<file path="src/rtl/ival_timer_pkg.sv">
package ival_timer_pkg;
  localparam int unsigned NUM_REGS = 8;

  typedef enum logic [2:0] {
    IDX_ID      = 3'd0,
    IDX_RUN     = 3'd1,
    IDX_ONESHOT = 3'd2,
    IDX_LIMIT   = 3'd3,
    IDX_COUNT   = 3'd4,
    IDX_IEN     = 3'd5,
    IDX_ISTAT   = 3'd6,
    IDX_RATE    = 3'd7
  } reg_idx_e;

  typedef struct packed {
    logic run;
    logic oneshot;
    logic limit;
    logic count;
    logic ien;
    logic istat;
  } wr_sel_t;
endpackage

</file>
<file path="src/rtl/ival_timer_regs.sv">
module ival_timer_regs
  import ival_timer_pkg::*;
#(
  parameter int unsigned AW       = 32,
  parameter int unsigned DW       = 32,
  parameter int unsigned WIN_BITS = 12,
  parameter logic [31:0] DEV_ID   = 32'h7100_0A01,
  parameter logic [31:0] TICK_HZ  = 32'd1_000_000
) (
  input  logic          clk,
  input  logic          rst,
  input  logic          reg_wr,
  input  logic          reg_rd,
  input  logic [AW-1:0] reg_addr,
  input  logic          run_q,
  input  logic          oneshot_q,
  input  logic [DW-1:0] limit_q,
  input  logic [DW-1:0] count_q,
  input  logic [DW-1:0] ien_q,
  input  logic          ist_q,
  output wr_sel_t       wr_sel,
  output logic [DW-1:0] reg_rdata,
  output logic          reg_rvalid
);
  localparam int unsigned IDXW = WIN_BITS - 2;
  localparam int unsigned SELW = $clog2(NUM_REGS);

  logic [IDXW-1:0] idx;
  logic            hit;
  logic [SELW-1:0] sel;
  logic [NUM_REGS-1:0] wr_hot;
  logic [DW-1:0]   rd_mux;

  assign idx = reg_addr[WIN_BITS-1:2];
  assign hit = (idx[IDXW-1:SELW] == '0);
  assign sel = idx[SELW-1:0];

  for (genvar i = 0; i < NUM_REGS; i++) begin : g_wdec
    assign wr_hot[i] = reg_wr && hit && (sel == SELW'(i));
  end

  assign wr_sel.run     = wr_hot[IDX_RUN];
  assign wr_sel.oneshot = wr_hot[IDX_ONESHOT];
  assign wr_sel.limit   = wr_hot[IDX_LIMIT];
  assign wr_sel.count   = wr_hot[IDX_COUNT];
  assign wr_sel.ien     = wr_hot[IDX_IEN];
  assign wr_sel.istat   = wr_hot[IDX_ISTAT];

  always_comb begin
    rd_mux = '0;
    if (hit) begin
      unique case (reg_idx_e'(sel))
        IDX_ID:      rd_mux = DW'(DEV_ID);
        IDX_RUN:     rd_mux = DW'(run_q);
        IDX_ONESHOT: rd_mux = DW'(oneshot_q);
        IDX_LIMIT:   rd_mux = limit_q;
        IDX_COUNT:   rd_mux = count_q;
        IDX_IEN:     rd_mux = ien_q;
        IDX_ISTAT:   rd_mux = DW'(ist_q);
        IDX_RATE:    rd_mux = DW'(TICK_HZ);
        default:     rd_mux = '0;
      endcase
    end
  end

  always_ff @(posedge clk) begin
    if (rst) begin
      reg_rdata  <= '0;
      reg_rvalid <= 1'b0;
    end else begin
      reg_rvalid <= reg_rd;
      if (reg_rd) reg_rdata <= rd_mux;
    end
  end
endmodule

</file>
<file path="src/rtl/ival_timer_counter.sv">
module ival_timer_counter
  import ival_timer_pkg::*;
#(
  parameter int unsigned DW = 32
) (
  input  logic          clk,
  input  logic          rst,
  input  logic          tick_en,
  input  wr_sel_t       wr_sel,
  input  logic [DW-1:0] wdata,
  output logic          run_q,
  output logic          oneshot_q,
  output logic [DW-1:0] limit_q,
  output logic [DW-1:0] count_q,
  output logic          ctl_wr,
  output logic          expire
);
  localparam logic [DW-1:0] ONE = DW'(1);

  logic tick_go;

  // any write to run, mode, limit or count takes the cycle from the tick
  assign ctl_wr  = wr_sel.run | wr_sel.oneshot | wr_sel.limit | wr_sel.count;
  assign tick_go = tick_en && run_q && !ctl_wr && (count_q != '0);
  assign expire  = tick_go && (count_q == ONE);

  always_ff @(posedge clk) begin
    if (rst) begin
      run_q     <= 1'b0;
      oneshot_q <= 1'b0;
      limit_q   <= '0;
      count_q   <= '0;
    end else begin
      if (wr_sel.run)     run_q     <= |wdata;
      if (wr_sel.oneshot) oneshot_q <= |wdata;
      if (wr_sel.limit) begin
        limit_q <= wdata;
        count_q <= wdata;
      end
      if (wr_sel.count) count_q <= wdata;
      if (tick_go) begin
        if (expire) begin
          count_q <= oneshot_q ? '0 : limit_q;
          if (oneshot_q) run_q <= 1'b0;
        end else begin
          count_q <= count_q - ONE;
        end
      end
    end
  end
endmodule

</file>
<file path="src/rtl/ival_timer_irq.sv">
module ival_timer_irq
  import ival_timer_pkg::*;
#(
  parameter int unsigned DW = 32
) (
  input  logic          clk,
  input  logic          rst,
  input  wr_sel_t       wr_sel,
  input  logic [DW-1:0] wdata,
  input  logic          expire,
  output logic [DW-1:0] ien_q,
  output logic          ist_q,
  output logic          irq
);
  always_ff @(posedge clk) begin
    if (rst) begin
      ien_q <= '0;
      ist_q <= 1'b0;
    end else begin
      if (wr_sel.ien) ien_q <= wdata;
      if (wr_sel.istat && wdata[0]) ist_q <= 1'b0;
      if (expire) ist_q <= 1'b1;
    end
  end

  assign irq = ist_q && (ien_q != '0);
endmodule

</file>
<file path="src/rtl/ival_timer.sv">
module ival_timer
  import ival_timer_pkg::*;
#(
  parameter int unsigned AW       = 32,
  parameter int unsigned DW       = 32,
  parameter int unsigned WIN_BITS = 12,
  parameter logic [31:0] DEV_ID   = 32'h7100_0A01,
  parameter logic [31:0] TICK_HZ  = 32'd1_000_000
) (
  input  logic          clk,
  input  logic          rst,
  input  logic          tick_en,
  input  logic          reg_wr,
  input  logic          reg_rd,
  input  logic [AW-1:0] reg_addr,
  input  logic [DW-1:0] reg_wdata,
  output logic [DW-1:0] reg_rdata,
  output logic          reg_rvalid,
  output logic          irq
);
  wr_sel_t       wr_sel;
  logic          run_w;
  logic          oneshot_w;
  logic [DW-1:0] limit_w;
  logic [DW-1:0] count_w;
  logic [DW-1:0] ien_w;
  logic          ist_w;
  logic          ctl_wr_w;
  logic          expire_w;

  ival_timer_regs #(
    .AW(AW), .DW(DW), .WIN_BITS(WIN_BITS), .DEV_ID(DEV_ID), .TICK_HZ(TICK_HZ)
  ) regs_i (
    .clk(clk), .rst(rst), .reg_wr(reg_wr), .reg_rd(reg_rd), .reg_addr(reg_addr),
    .run_q(run_w), .oneshot_q(oneshot_w), .limit_q(limit_w), .count_q(count_w),
    .ien_q(ien_w), .ist_q(ist_w), .wr_sel(wr_sel),
    .reg_rdata(reg_rdata), .reg_rvalid(reg_rvalid)
  );

  ival_timer_counter #(.DW(DW)) cnt_i (
    .clk(clk), .rst(rst), .tick_en(tick_en), .wr_sel(wr_sel), .wdata(reg_wdata),
    .run_q(run_w), .oneshot_q(oneshot_w), .limit_q(limit_w), .count_q(count_w),
    .ctl_wr(ctl_wr_w), .expire(expire_w)
  );

  ival_timer_irq #(.DW(DW)) irq_i (
    .clk(clk), .rst(rst), .wr_sel(wr_sel), .wdata(reg_wdata), .expire(expire_w),
    .ien_q(ien_w), .ist_q(ist_w), .irq(irq)
  );
endmodule

</file>
<file path="config.mk">
export PLATFORM = sky130hd
export DESIGN_NAME = ival_timer
export DESIGN_NICKNAME = d
export VERILOG_FILES = /design/src/rtl/ival_timer_pkg.sv /design/src/rtl/ival_timer_regs.sv /design/src/rtl/ival_timer_counter.sv /design/src/rtl/ival_timer_irq.sv /design/src/rtl/ival_timer.sv
export SDC_FILE = /design/constraint.sdc
export NUM_CORES = 1
export LEC_CHECK = 0
export CORE_MARGIN = 1.5
export CORE_UTILIZATION = 55
export CTS_BUF_LIST = sky130_fd_sc_hd__clkbuf_4 sky130_fd_sc_hd__clkbuf_8 sky130_fd_sc_hd__clkbuf_16
export DETAILED_ROUTE_END_ITERATION = 6
export PLACE_DENSITY = 0.91
export SLEW_MARGIN = 20
export SYNTH_ARGS = -nofsm -noshare
export SYNTH_HDL_FRONTEND = slang
export SYNTH_HIERARCHICAL = 1
export SYNTH_SLANG_ARGS = --single-unit
</file>
<file path="constraint.sdc">
create_clock -name clk -period 6.4 [get_ports clk]
set_input_delay 0.64 -clock clk [delete_from_list [all_inputs] [get_ports clk]]
set_output_delay 0.64 -clock clk [all_outputs]
set_load 0.01 [all_outputs]
</file>
## Yosys cells after proc, flatten, opt, wreduce, memory -nomap -nowiden

Cells that the tools add are included.

| storage, ports and cells | value |
|---|---|
| output and inout bits | 34 |
| register bits after elaboration | 132 |
| input bits | 69 |

| operators by class | value |
|---|---|
| $add $sub $neg | 1 |
| muxes and demuxes | 13 |
| equal/unequal tests | 8 |
| bitwise operators | 3 |
| reduce and logical (&&, ||, !) cells | 21 |

Operators with widths:

| operator | number |
|---|---|
| $pmux W32 S8 | 1 |
| $mux W32 | 6 |
| $reduce_bool A32 Y1 | 2 |
| $eq A32 B1 Y1 const B | 1 |
| $reduce_or A32 Y1 | 1 |
| $sub A32 B1 Y32 const B | 1 |
| $logic_and A1 B1 Y1 | 13 |
| $eq A3 B3 Y1 const B | 4 |
| $logic_not A7 Y1 | 1 |
| $eq A3 B2 Y1 const B | 2 |
| $mux W1 | 6 |
| $eq A3 B1 Y1 const B | 1 |
| $logic_not A3 Y1 | 1 |
| $or A1 B1 Y1 | 3 |
| $reduce_bool A3 Y1 | 1 |
| $reduce_bool A2 Y1 | 1 |
| $logic_not A1 Y1 | 1 |

## Depth between registers and ports, before layout

| logic depth | value |
|---|---|
| depth in word-level cells | 12 |
| mapped depth | 14 |

## Cells and area by module

Netlist, hierarchy kept.

Modules (own cells, without submodules):

| module | instances | cells an instance | area each (sq um) | sequential area each (sq um) |
|---|---|---|---|---|
| ival_timer_counter | 1 | 476 | 3,822.4 | 1,321.3 |
| ival_timer_regs | 1 | 244 | 1,930.6 | 660.6 |
| ival_timer_irq | 1 | 119 | 1,248.7 | 660.6 |

## Worst setup path after synthesis

No wires, ideal clock.

| timing | value |
|---|---|
| kind | input to register |
| from | in reg_addr[2] |
| to | reg cnt_i.count_q[29] |
| data arrival time | 2,818 ps |
| stages | 12 |
| setup slack | 3,467 ps |
| path buffers | 4 |
| required time | 6,285 ps |
| cells stage by stage | buf_2 > inv_2 > nor3b_1 > buf_2 > nor2b_1 > buf_2 > nor4_2 > nand3_1 > a41oi_2 > buf_2 > a21boi_0 > o21ba_2 |

RTL lines:

| item | RTL line | text |
|---|---|---|
| from (decl) | ival_timer.sv:15 | `input logic [AW-1:0] reg_addr,` |
| to (signal assigned) | ival_timer_counter.sv:38 | `count_q <= wdata;` |
| to (signal assigned) | ival_timer_counter.sv:40 | `if (wr_sel.count) count_q <= wdata;` |
| to (signal assigned) | ival_timer_counter.sv:43 | `count_q <= oneshot_q ? '0 : limit_q;` |
| to (decl) | ival_timer_counter.sv:14 | `output logic [DW-1:0] count_q,` |

==> reports/metrics.yaml <==
first_iter_violations: 1432
nNetsFinal: 958
layout-drive-gt1-share_pct: 9.677
routed_wl_um: 22560
io_pins: 103
final_cell_mix: "nor2_1, dfxtp_1, mux2i_1"
status: "finished with violations"
crit_arrival_ns: 5.19
final_common_cell: "nor2_1"
grt_overflow_total: 0
cts_hold_buffers: 0
clock-sinks: 132
cts_setup_buffers: 0
drv_cap: 0
synthesis.area_um2: 6998
slew_headroom_pct: 23.74
clock_skew_ns: 0.009816
multi_input_area_um2: 4011
total_leakage_power_nw: 2.907
synth_area_per_cell_um2: 8.351
placed_area_um2: 7771
setup_tns_ns: 0
dieArea_um2: 13410
fillCellCount: 914
design_area_um2: 8328
hpwl_um: 14400
vias: 7110
regArea_um2: 2643
first_global_vias: 6650
min_period_ns: 4.862
grt_use_total_pct: 33.47
hold_viol_final: 0
core_um2: 12520
cts_resized: 0
synthesis.nets: 910
chipHeight_um: 115.8
drtAntennaViolNets: 0
cts_htree_levels: 4
wl_per_cell_um: 21.06
yosysWarnings: 6
drv_slew: 0
final_cells: 1071
via_per_inst: 6.639
numPortBuffers: 80
powerDensity_nw_per_um2: 222.9
worstMarginPinSlew_ns: 1.144
rsz0062_at_grt: "false"
endpoint_kind: "register"
fin_util_pct: 66.53
syn_inst: 838
die_w_um: 115.8
drc: 19
period_share_pct: 75.97
fmaxAchievable_ghz: 0.2057
grt_start_max_net_pins: 74
path_max_fanout: 26
critPathKind: "input pin to register"
violations: "design-rule violations"
start_kind: "input pin"
std_cell_rows: 41
synthToLayoutAreaGrowth_pct: 19.01
diodes: 0
initial_utilization_pct: 55.91
clockBufferDepth: 2
ir_drop_mv: 0.1990
grt_first_pass_wirelength_um: 34620
antenna_found_initial: 0
first_pass_iters: 7
gp_congestion: 0.9620
finalSetupViolCount: 0
cts_buffers: 17
cts_tree: "built"
worst_ep_required_time_ns: 6.73
clkTransAtPathRegs_ns: 0.06
cts-root-buf: "clkbuf_16"
placedCellCount: 1039
hold_path_class: "register to register"
clock_latency_ns: 0.43
## power breakdown
group / switching [W] / internal [W]
sequential: 0.000000639 / 0.000822
clock: 0.000390 / 0.000534
combinational: 0.0000663 / 0.0000428
## sequential cells by signal (all words and copies together), names as in the netlist
| name | cells |
|---|---|
| irq_i/ien_q | 32 |
| irq_i/ist_q | 1 |
| regs_i/reg_rdata | 32 |
| cnt_i/run_q | 1 |
| regs_i/reg_rvalid | 1 |
| cnt_i/oneshot_q | 1 |
| cnt_i/count_q | 32 |
| cnt_i/limit_q | 32 |
## layer usage
metal,vias to the layer above,global-route usage (%),part of all wire (%)
li1,3132,-,-
met1,3262,40.76,36
met2,558,52.39,44
met3,158,9.519,13
met4,0,20.73,6.7
met5,-,0,0
## worst paths after layout
path	startpoint	endpoint	slack (ns)	depth (start not counted)
setup / recovery	reg_addr[2]	cnt_i/count_q[29]	1.54	10
hold / removal	regs_i/reg_rdata[15]	regs_i/reg_rdata[15]	0.45	2
setup reg to reg	cnt_i/count_q[24]	cnt_i/count_q[29]	2.79	6
hold reg to reg	regs_i/reg_rdata[15]	regs_i/reg_rdata[15]	0.45	2
## worst max-delay path: stages
cell and delay (ns):
clkdlybuf4s50_1 0.94, and2b_1 0.45, nor2b_1 0.49, nor2b_1 0.33, nor4_2 0.10, nand3_1 0.29, a41o_1 0.92, nand2_2 0.50
a21boi_0 0.26, o21ba_2 0.25
## per-stage QoR
step | hold slack (ns) | setup WS (ns) | total power, W
finish | 0.4494 | 1.538 | 0.001856
global route | 0.4723 | 1.459 | 0.001890
CTS | 0.4484 | 1.770 | 0.001844
detailed placement | 0.4405 | 1.437 | 0.0009437
global placement | 0.4340 | 1.500 | 0.0009427
floorplan | 0.4504 | 3.518 | 0.0008877
## final cells by class
type / instances / area share, %
multi-input cells: 636 / 48.17
flip-flops and latches: 132 / 31.73
repair buffers: 90 / 10.46
clock buffers: 17 / 5.108
well taps: 172 / 2.584
clock inverters: 15 / 1.547
inverters: 9 / 0.4056
(Power assumes the default switching activity.)
